--- config.mk ---
export PLATFORM = sky130hd
export DESIGN_NAME = vec_trap_router
export DESIGN_NICKNAME = d
export VERILOG_FILES = /design/src/rtl/vtr_pkg.sv /design/src/rtl/vtr_pair_decode.sv /design/src/rtl/vtr_priority.sv /design/src/rtl/vtr_out_stage.sv /design/src/rtl/vec_trap_router.sv
export SDC_FILE = /design/constraint.sdc
export NUM_CORES = 1
export LEC_CHECK = 0
export CELL_PAD_IN_SITES_DETAIL_PLACEMENT = 0
export CELL_PAD_IN_SITES_GLOBAL_PLACEMENT = 1
export CORE_AREA = 2 2 39 41
export DETAILED_ROUTE_END_ITERATION = 6
export DIE_AREA = 0 0 41 43
export DONT_BUFFER_PORTS = 1
export GPL_TIMING_DRIVEN = 0
export PLACE_DENSITY = 0.34
export SLEW_MARGIN = 20
export SYNTH_ARGS = -nofsm -noshare
export SYNTH_HDL_FRONTEND = slang
export SYNTH_SLANG_ARGS = --single-unit
--- constraint.sdc ---
create_clock -name clk -period 1.15 [get_ports clk]
set_clock_uncertainty 0.2 [all_clocks]
set_input_delay 0.115 -clock clk [delete_from_list [all_inputs] [get_ports clk]]
set_output_delay 0.115 -clock clk [all_outputs]
set_load 0.02 [all_outputs]
--- src/rtl/vtr_pkg.sv ---
package vtr_pkg;

   // Index of each enable pair in the decoder array; the order is the
   // evaluation priority (vector first, then floating point).
   localparam int unsigned PAIR_VEC  = 0;
   localparam int unsigned PAIR_FP   = 1;
   localparam int unsigned NUM_PAIRS = 2;
   localparam int unsigned PAIR_W    = 2;

   // Which rule settled a decision.
   typedef enum logic [2:0] {
      RULE_NONE   = 3'd0,
      RULE_L1_VEC = 3'd1,
      RULE_L1_FP  = 3'd2,
      RULE_L2_VEC = 3'd3,
      RULE_L2_FP  = 3'd4,
      RULE_L3_VEC = 3'd5
   } vtr_rule_e;

   typedef struct packed {
      logic l2_vec_trap;
      logic l2_fp_trap;
      logic l3_vec_en;
      logic has_l2;
      logic has_l3;
      logic secure;
      logic host_redir;
   } vtr_ctl_t;

endpackage

--- src/rtl/vtr_pair_decode.sv ---
module vtr_pair_decode
   import vtr_pkg::*;
(
   input  logic [PAIR_W-1:0] en_i,
   input  logic              lvl_low_i,   // current level is 0 or 1
   input  logic              lvl_zero_i,  // current level is 0
   output logic              blocked_o
);

   logic all_off;
   logic user_off;

   // bit 0 clear: both low levels lose access
   assign all_off  = ~en_i[0];
   // bit 0 set, bit 1 clear: only level 0 loses access
   assign user_off = en_i[0] & ~en_i[1] & lvl_zero_i;

   assign blocked_o = lvl_low_i & (all_off | user_off);

endmodule

--- src/rtl/vtr_priority.sv ---
module vtr_priority
   import vtr_pkg::*;
#(
   parameter int unsigned LVL_W = 2
) (
   input  logic [LVL_W-1:0] cur_lvl_i,
   input  logic             vec_blk_i,
   input  logic             fp_blk_i,
   input  vtr_ctl_t         ctl_i,
   output logic [LVL_W-1:0] tgt_o,
   output vtr_rule_e        rule_o
);

   localparam logic [LVL_W-1:0] LV0 = LVL_W'(0);
   localparam logic [LVL_W-1:0] LV1 = LVL_W'(1);
   localparam logic [LVL_W-1:0] LV2 = LVL_W'(2);
   localparam logic [LVL_W-1:0] LV3 = LVL_W'(3);

   logic l2_scope;
   logic redirect;

   // level-2 checks: levels 0..2 outside secure state
   assign l2_scope = (cur_lvl_i <= LV2) & ~ctl_i.secure;
   assign redirect = ctl_i.has_l2 & ~ctl_i.secure & ctl_i.host_redir;

   always_comb begin
      tgt_o  = LV0;
      rule_o = RULE_NONE;
      if (vec_blk_i) begin
         tgt_o  = redirect ? LV2 : LV1;
         rule_o = RULE_L1_VEC;
      end else if (fp_blk_i) begin
         tgt_o  = LV0;
         rule_o = RULE_L1_FP;
      end else if (l2_scope && ctl_i.l2_vec_trap) begin
         tgt_o  = LV2;
         rule_o = RULE_L2_VEC;
      end else if (l2_scope && ctl_i.l2_fp_trap) begin
         tgt_o  = LV0;
         rule_o = RULE_L2_FP;
      end else if (ctl_i.has_l3 && !ctl_i.l3_vec_en) begin
         tgt_o  = LV3;
         rule_o = RULE_L3_VEC;
      end
   end

endmodule

--- src/rtl/vtr_out_stage.sv ---
module vtr_out_stage #(
   parameter int unsigned LVL_W   = 2,
   parameter bit          OUT_REG = 1'b1
) (
   input  logic             clk,
   input  logic             rst_n,
   input  logic             req_i,
   input  logic [LVL_W-1:0] d_i,
   output logic [LVL_W-1:0] q_o,
   output logic             vld_o
);

   generate
      if (OUT_REG) begin : g_reg
         logic [LVL_W-1:0] q_r;
         logic             vld_r;

         always_ff @(posedge clk or negedge rst_n) begin
            if (!rst_n) begin
               q_r   <= '0;
               vld_r <= 1'b0;
            end else begin
               vld_r <= req_i;
               if (req_i) q_r <= d_i;
            end
         end

         assign q_o   = q_r;
         assign vld_o = vld_r;

         p_vld_after_req_r8: assert property (@(posedge clk) disable iff (!rst_n)
            req_i |=> vld_o);
         p_vld_idle_r8: assert property (@(posedge clk) disable iff (!rst_n)
            !req_i |=> !vld_o);
         p_capture_r8: assert property (@(posedge clk) disable iff (!rst_n)
            req_i |=> (q_o == $past(d_i)));
         p_hold_r8: assert property (@(posedge clk) disable iff (!rst_n)
            !req_i |=> $stable(q_o));
      end else begin : g_pass
         assign q_o   = d_i;
         assign vld_o = req_i;
      end
   endgenerate

endmodule

--- src/rtl/vec_trap_router.sv ---
module vec_trap_router
   import vtr_pkg::*;
#(
   parameter int unsigned LVL_W   = 2,
   parameter bit          OUT_REG = 1'b1
) (
   input  logic             clk,
   input  logic             rst_n,
   input  logic             req_i,
   input  logic [LVL_W-1:0] cur_lvl_i,
   input  logic [1:0]       vec_en_i,
   input  logic [1:0]       fp_en_i,
   input  logic             l2_vec_trap_i,
   input  logic             l2_fp_trap_i,
   input  logic             l3_vec_en_i,
   input  logic             has_l2_i,
   input  logic             has_l3_i,
   input  logic             secure_i,
   input  logic             host_redir_i,
   output logic [LVL_W-1:0] tgt_lvl_o,
   output logic [LVL_W-1:0] tgt_q_o,
   output logic             vld_o
);

   localparam logic [LVL_W-1:0] LV0 = LVL_W'(0);
   localparam logic [LVL_W-1:0] LV1 = LVL_W'(1);
   localparam logic [LVL_W-1:0] LV2 = LVL_W'(2);
   localparam logic [LVL_W-1:0] LV3 = LVL_W'(3);

   generate
      if (LVL_W < 2) begin : g_bad_width
         $error("vec_trap_router: LVL_W must be at least 2");
      end
      if (PAIR_W != 2) begin : g_bad_pair
         $error("vec_trap_router: enable pairs must be two bits wide");
      end
   endgenerate

   logic [NUM_PAIRS-1:0][PAIR_W-1:0] pair_en;
   logic [NUM_PAIRS-1:0]             pair_blk;
   logic                             lvl_low;
   logic                             lvl_zero;
   vtr_ctl_t                         ctl;
   vtr_rule_e                        rule;

   assign pair_en[PAIR_VEC] = vec_en_i;
   assign pair_en[PAIR_FP]  = fp_en_i;
   assign lvl_low  = (cur_lvl_i <= LV1);
   assign lvl_zero = (cur_lvl_i == LV0);

   assign ctl = '{l2_vec_trap: l2_vec_trap_i, l2_fp_trap: l2_fp_trap_i,
                  l3_vec_en: l3_vec_en_i, has_l2: has_l2_i, has_l3: has_l3_i,
                  secure: secure_i, host_redir: host_redir_i};

   generate
      for (genvar g = 0; g < NUM_PAIRS; g++) begin : g_pair
         vtr_pair_decode u_dec (
            .en_i       (pair_en[g]),
            .lvl_low_i  (lvl_low),
            .lvl_zero_i (lvl_zero),
            .blocked_o  (pair_blk[g])
         );
      end
   endgenerate

   vtr_priority #(.LVL_W(LVL_W)) u_prio (
      .cur_lvl_i (cur_lvl_i),
      .vec_blk_i (pair_blk[PAIR_VEC]),
      .fp_blk_i  (pair_blk[PAIR_FP]),
      .ctl_i     (ctl),
      .tgt_o     (tgt_lvl_o),
      .rule_o    (rule)
   );

   vtr_out_stage #(.LVL_W(LVL_W), .OUT_REG(OUT_REG)) u_out (
      .clk   (clk),
      .rst_n (rst_n),
      .req_i (req_i),
      .d_i   (tgt_lvl_o),
      .q_o   (tgt_q_o),
      .vld_o (vld_o)
   );

   // A vector block from the level-1 pair always lands on level 1 or 2.
   p_vec_route_r2: assert property (@(posedge clk) disable iff (!rst_n)
      pair_blk[PAIR_VEC] |-> (tgt_lvl_o == LV1 || tgt_lvl_o == LV2));
   // Secure state never takes the redirect to level 2.
   p_secure_no_redirect_r2: assert property (@(posedge clk) disable iff (!rst_n)
      (pair_blk[PAIR_VEC] && secure_i) |-> (tgt_lvl_o == LV1));
   // A pair decode never fires above level 1.
   p_pair_scope_r1: assert property (@(posedge clk) disable iff (!rst_n)
      (cur_lvl_i > LV1) |-> (pair_blk == '0));
   // Level-2 vector trap outranks the floating-point trap bit.
   p_l2_vec_wins_r5: assert property (@(posedge clk) disable iff (!rst_n)
      (pair_blk == '0 && cur_lvl_i <= LV2 && !secure_i && l2_vec_trap_i)
      |-> (tgt_lvl_o == LV2));
   // At level 3 only the level-3 rule can trap.
   p_top_level_r6: assert property (@(posedge clk) disable iff (!rst_n)
      (cur_lvl_i == LV3) |-> (tgt_lvl_o == LV0 || tgt_lvl_o == LV3));
   // Level-3 target comes only from its own rule.
   p_l3_rule_r6: assert property (@(posedge clk) disable iff (!rst_n)
      (tgt_lvl_o == LV3) |-> (rule == RULE_L3_VEC && has_l3_i && !l3_vec_en_i));

endmodule

# ---- Word level (Yosys, flattened, before mapping)
# Cells that the tools add are included.
dict set report word_totals {
  regBits 3
  input_bits 16
  output_inout_bits 5
  wordCells 31
}
dict set report classes {
  n_lt_le_gt_ge 2
  muxes 6
  bitwise 16
  reduce_logical 5
}
# op n
set ops {}
lappend ops {{2-to-1 mux 2 bit} 6}
lappend ops {{bitwise AND 1 bit} 9}
lappend ops {{NOT 1 bit} 5}
lappend ops {{logical AND 1 bit} 3}
lappend ops {{less-or-equal comparator 2 x 1 -> 1 bit, second input constant} 1}
lappend ops {{less-or-equal comparator 2 bit, second input constant} 1}
lappend ops {{zero test 2 bit} 1}
lappend ops {{bitwise OR 1 bit} 2}
lappend ops {{zero test 1 bit} 1}

# ---- Depth between registers and ports, before layout
dict set report depth {
  word_depth 7
  mapped_depth 4
}

# ---- Modules after synthesis
# From an unflattened synthesis, not the netlist that was laid out.
dict set report unflattened {
  cells_unflattened 26
  hier_area_um2 236.5
}
# module n_inst cells_each area_per_inst_um2
set modules_own_cells {}
lappend modules_own_cells {vtr_priority 1 15 103.8}
lappend modules_own_cells {vtr_out_stage 1 5 97.6}
lappend modules_own_cells {vtr_pair_decode 2 2 13.8}
lappend modules_own_cells {vec_trap_router 1 2 7.5}

# ---- Worst setup path before layout
# No wires, ideal clock.
dict set report synth_timing {
  path_kind {input to register}
  startpoint {input port l2_vec_trap_i}
  endpoint {register u_out.g_reg.q_r[0], in the netlist u_out.q_o[0]}
  setup_ns 0.064
  arrival_time_ns 0.972
  required_time_ns 0.886
  path_slack_ns -0.086
  cell_stages 4
  n_path_buf 0
  cell_sequence {or2_2 -> a21oi_1 -> a22o_1 -> mux2_4}
}
dict set report synth_between {
  elab_chain_cells 4
}
# element line_no
set synth_rtl {}
lappend synth_rtl {{start, declared} vec_trap_router.sv:13} ;# input logic l2_vec_trap_i,
lappend synth_rtl {{logical AND 1 bit} vtr_priority.sv:35} ;# end else if (l2_scope && ctl_i.l2_vec_trap) begin
lappend synth_rtl {{2-to-1 mux 2 bit} vtr_priority.sv:35}
lappend synth_rtl {{2-to-1 mux 2 bit} vtr_priority.sv:32} ;# end else if (fp_blk_i) begin
lappend synth_rtl {{2-to-1 mux 2 bit} vtr_priority.sv:29} ;# if (vec_blk_i) begin
lappend synth_rtl {{net tgt_lvl_o[0]} vec_trap_router.sv:20} ;# output logic [LVL_W-1:0] tgt_lvl_o,
lappend synth_rtl {{end signal, assigned} vtr_out_stage.sv:24} ;# if (req_i) q_r <= d_i;
lappend synth_rtl {{end, declared} vtr_out_stage.sv:15} ;# logic [LVL_W-1:0] q_r;
# The timed path passes the listed nets, and every way through them passes these cells.
# A chain may end at the register's enable or synchronous reset.

# ---- Final worst setup path
dict set report layout_timing {
  startpoint {input port req_i}
  endpoint {register u_out.g_reg.q_r[0], in the netlist u_out.q_o[0]}
}
# element line_no
set layout_rtl {}
lappend layout_rtl {{start, declared} vec_trap_router.sv:9} ;# input logic req_i,
# No word-level cell between the ends.

==> results.json <==
{
  "power_density_nw_per_um2": 1370,
  "port_buffers": 0,
  "slew_headroom_pct": 85.2,
  "numCtsBuffers": 3,
  "grt_antenna_before_repair": 0,
  "first_pass_iters": 4,
  "whs_ns": -0.101,
  "grt.total_usage_pct": 6.19,
  "min_period_ns": 1.14,
  "syn_area_per_cell_um2": 8.93,
  "grt_pass1_wl_um": 662,
  "crit_arrival_ns": 1.06,
  "synthCells": 22,
  "synth-xor-area-share_pct": 0,
  "cts_hold_buf": 3,
  "violations": "negative hold slack",
  "dieWidth_um": 41,
  "die_h_um": 43,
  "dp_cells": 38,
  "placed_area_um2": 221,
  "vias_per_cell": 4.51,
  "wl_per_cell_um": 12.2,
  "vias": 203,
  "cts_setup_buffers": 0,
  "die_area_um2": 1760,
  "rows": 14,
  "yosys_register_bits": 3,
  "synth-edff-count": 0,
  "overflow": 0,
  "drive_above_1_share_pct": 34.5,
  "place_hpwl_um": 432,
  "final_hold_viol_count": 1,
  "num_io_pins": 21,
  "synthAdderAreaFrac_pct": 0,
  "crit_type": "primary input to flop",
  "drt_wl_total_um": 551,
  "setup_violations": 0,
  "synthTopCellsByArea": "dfrtp_1 38%, a21oi_1 7.6%, mux2_4 7.6%, a21oi_2 4.5%, a22o_1 4.5%",
  "path_delay_family": "buffers and inverters",
  "stdcell_count": 45,
  "required_ns": 1.07,
  "cpMaxStageDelayCell": "dlygate4sd3_1",
  "endpoint_kind": "flop",
  "synth_top_family_by_area": "compound AO/OA/AOI/OAI gates",
  "drc_errors": 0,
  "path_clk_slew_ns": 0.04,
  "maxSlewViolCount": 0,
  "cpPeakStageDelay_ns": 0.63,
  "synth_compound_area_share_pct": 29.9,
  "worst_pin_slew_ns": 0.222,
  "yosysTopAreaCellShare_pct": 38.2,
  "netlist.top_cell.by_area": "dfrtp_1",
  "grt_setup_unrepaired": "no",
  "cp_cell_sequence": "dlygate4sd3_1 > mux2_4",
  "postLayoutCellArea_um2": 285,
  "synthesis.area_um2": 196,
  "grt_pass1_vias": 202,
  "start_util_pct": 14.2,
  "ys_seq_area_share_pct": 38.2,
  "clockBufferDepth": 2,
  "diodes": 0,
  "critPathBufInv": 1,
  "ys_types": 16,
  "root_buffer": "clkbuf_4",
  "cts_max_level": 1,
  "peakVddDrop_mv": 0.166,
  "async_flop_share_pct": 100,
  "cts_tree": "built",
  "syn_nets": 38,
  "synth.area.mux_share_pct": 7.64,
  "leakage_uw": 0.000114,
  "hold_class": "primary input to flop",
  "synthFlopType": "dfrtp_1",
  "start_kind": "primary input",
  "nets": 46,
  "drt_iter0_markers": 2,
  "drv_cap": 0,
  "ys_warn_count": 0,
  "synth-simple-area-share_pct": 24.2,
  "clock_sinks": 3,
  "period_share_pct": 99.2,
  "core_area_um2": 1380,
  "area_delta_synth_final_pct": 45.2,
  "ant_nets": 0,
  "max_freq_mhz": 877,
  "outcome": "finished, violations left",
  "final_util_pct": 20.6,
  "grt_max_degree": 5,
  "clk_latency_ns": 0.24,
  "globalplace.congestion": 0.639,
  "yosys-top-cells-count": "3 x a21oi_1, 3 x dfrtp_1, 2 x nand2_1, 2 x nor2_1",
  "critPathMaxFanout": 4
}
-- flip-flops by register name, summed over array words and instances, names as in the netlist --
signal	count
u_out.vld_o	1
u_out.q_o	2
-- final cells by class --
class                      instances  area (um^2)
multi-input combinational         19          134
clock buffer                       4         26.3
timing repair buffer               3         30.0
sequential                         3         75.1
fill                             153         1100
tap                               16         20.0
-- logic make-up (layout without fill, tap and decap cells) --
kind of cell / after synthesis / after routing
multiplexers: 1 / 1
buffers and inverters: 0 / 7
AND/OR/NAND/NOR: 9 / 9
AO/OA/AOI/OAI: 9 / 9
flip-flops: 3 / 3
-- repair_timing --
| item | CTS | global route |
|---|---|---|
| gates resized for setup | 2 | 1 |
| hold endpoints to repair | 6 | 1 |
| gates cloned | 0 | 0 |
| endpoints found under the setup margin | 1 | 1 |
-- power by group --
part	internal, uW	leakage, uW	switching, uW
sequential	117	0.0000360	19.6
clock	130	0.0000150	59.7
combinational	32.5	0.0000627	31.4
-- metrics by stage --
step | setup TNS [ns] | setup slack, ns | power (uW)
6_report | 0 | 0.00976 | 390
5_1_grt | 0 | 0.00950 | 416
4_1_cts | 0 | 0.0210 | 398
3_5_place_dp | -0.170 | -0.128 | 189
3_3_place_gp | -0.144 | -0.109 | 187
2_1_floorplan | -0.0472 | -0.0472 | 180
-- cell usage in the layout, fill, tap and decap left out, types with 2 or more instances in the layout --
cell type	count
a21oi_1	2
dfrtp_1	3
a21oi_2	2
dlygate4sd3_1	3
clkbuf_4	3
nor2_1	2
-- routing by layer --
metal	share of wire, %	track usage, %
met2	51	10.0
met5	0	0
met1	38	4.75
met3	11	0
met4	0	10.0
-- final timing paths --
path | slack [ns] | start | depth (start not counted) | to
max in group asynchronous | 0.11 | rst_n | 2 | u_out.vld_o
min in group asynchronous | 0.48 | rst_n | 2 | u_out.q_o[0]
min reg2reg | 0.45 | u_out.q_o[1] | 2 | u_out.q_o[1]
max | 0.01 | req_i | 2 | u_out.q_o[0]
max reg2reg | 0.09 | u_out.q_o[0] | 1 | u_out.q_o[0]
min | -0.10 | cur_lvl_i[1] | 2 | u_out.q_o[1]
Note: power is estimated with default switching activity, not from simulation.
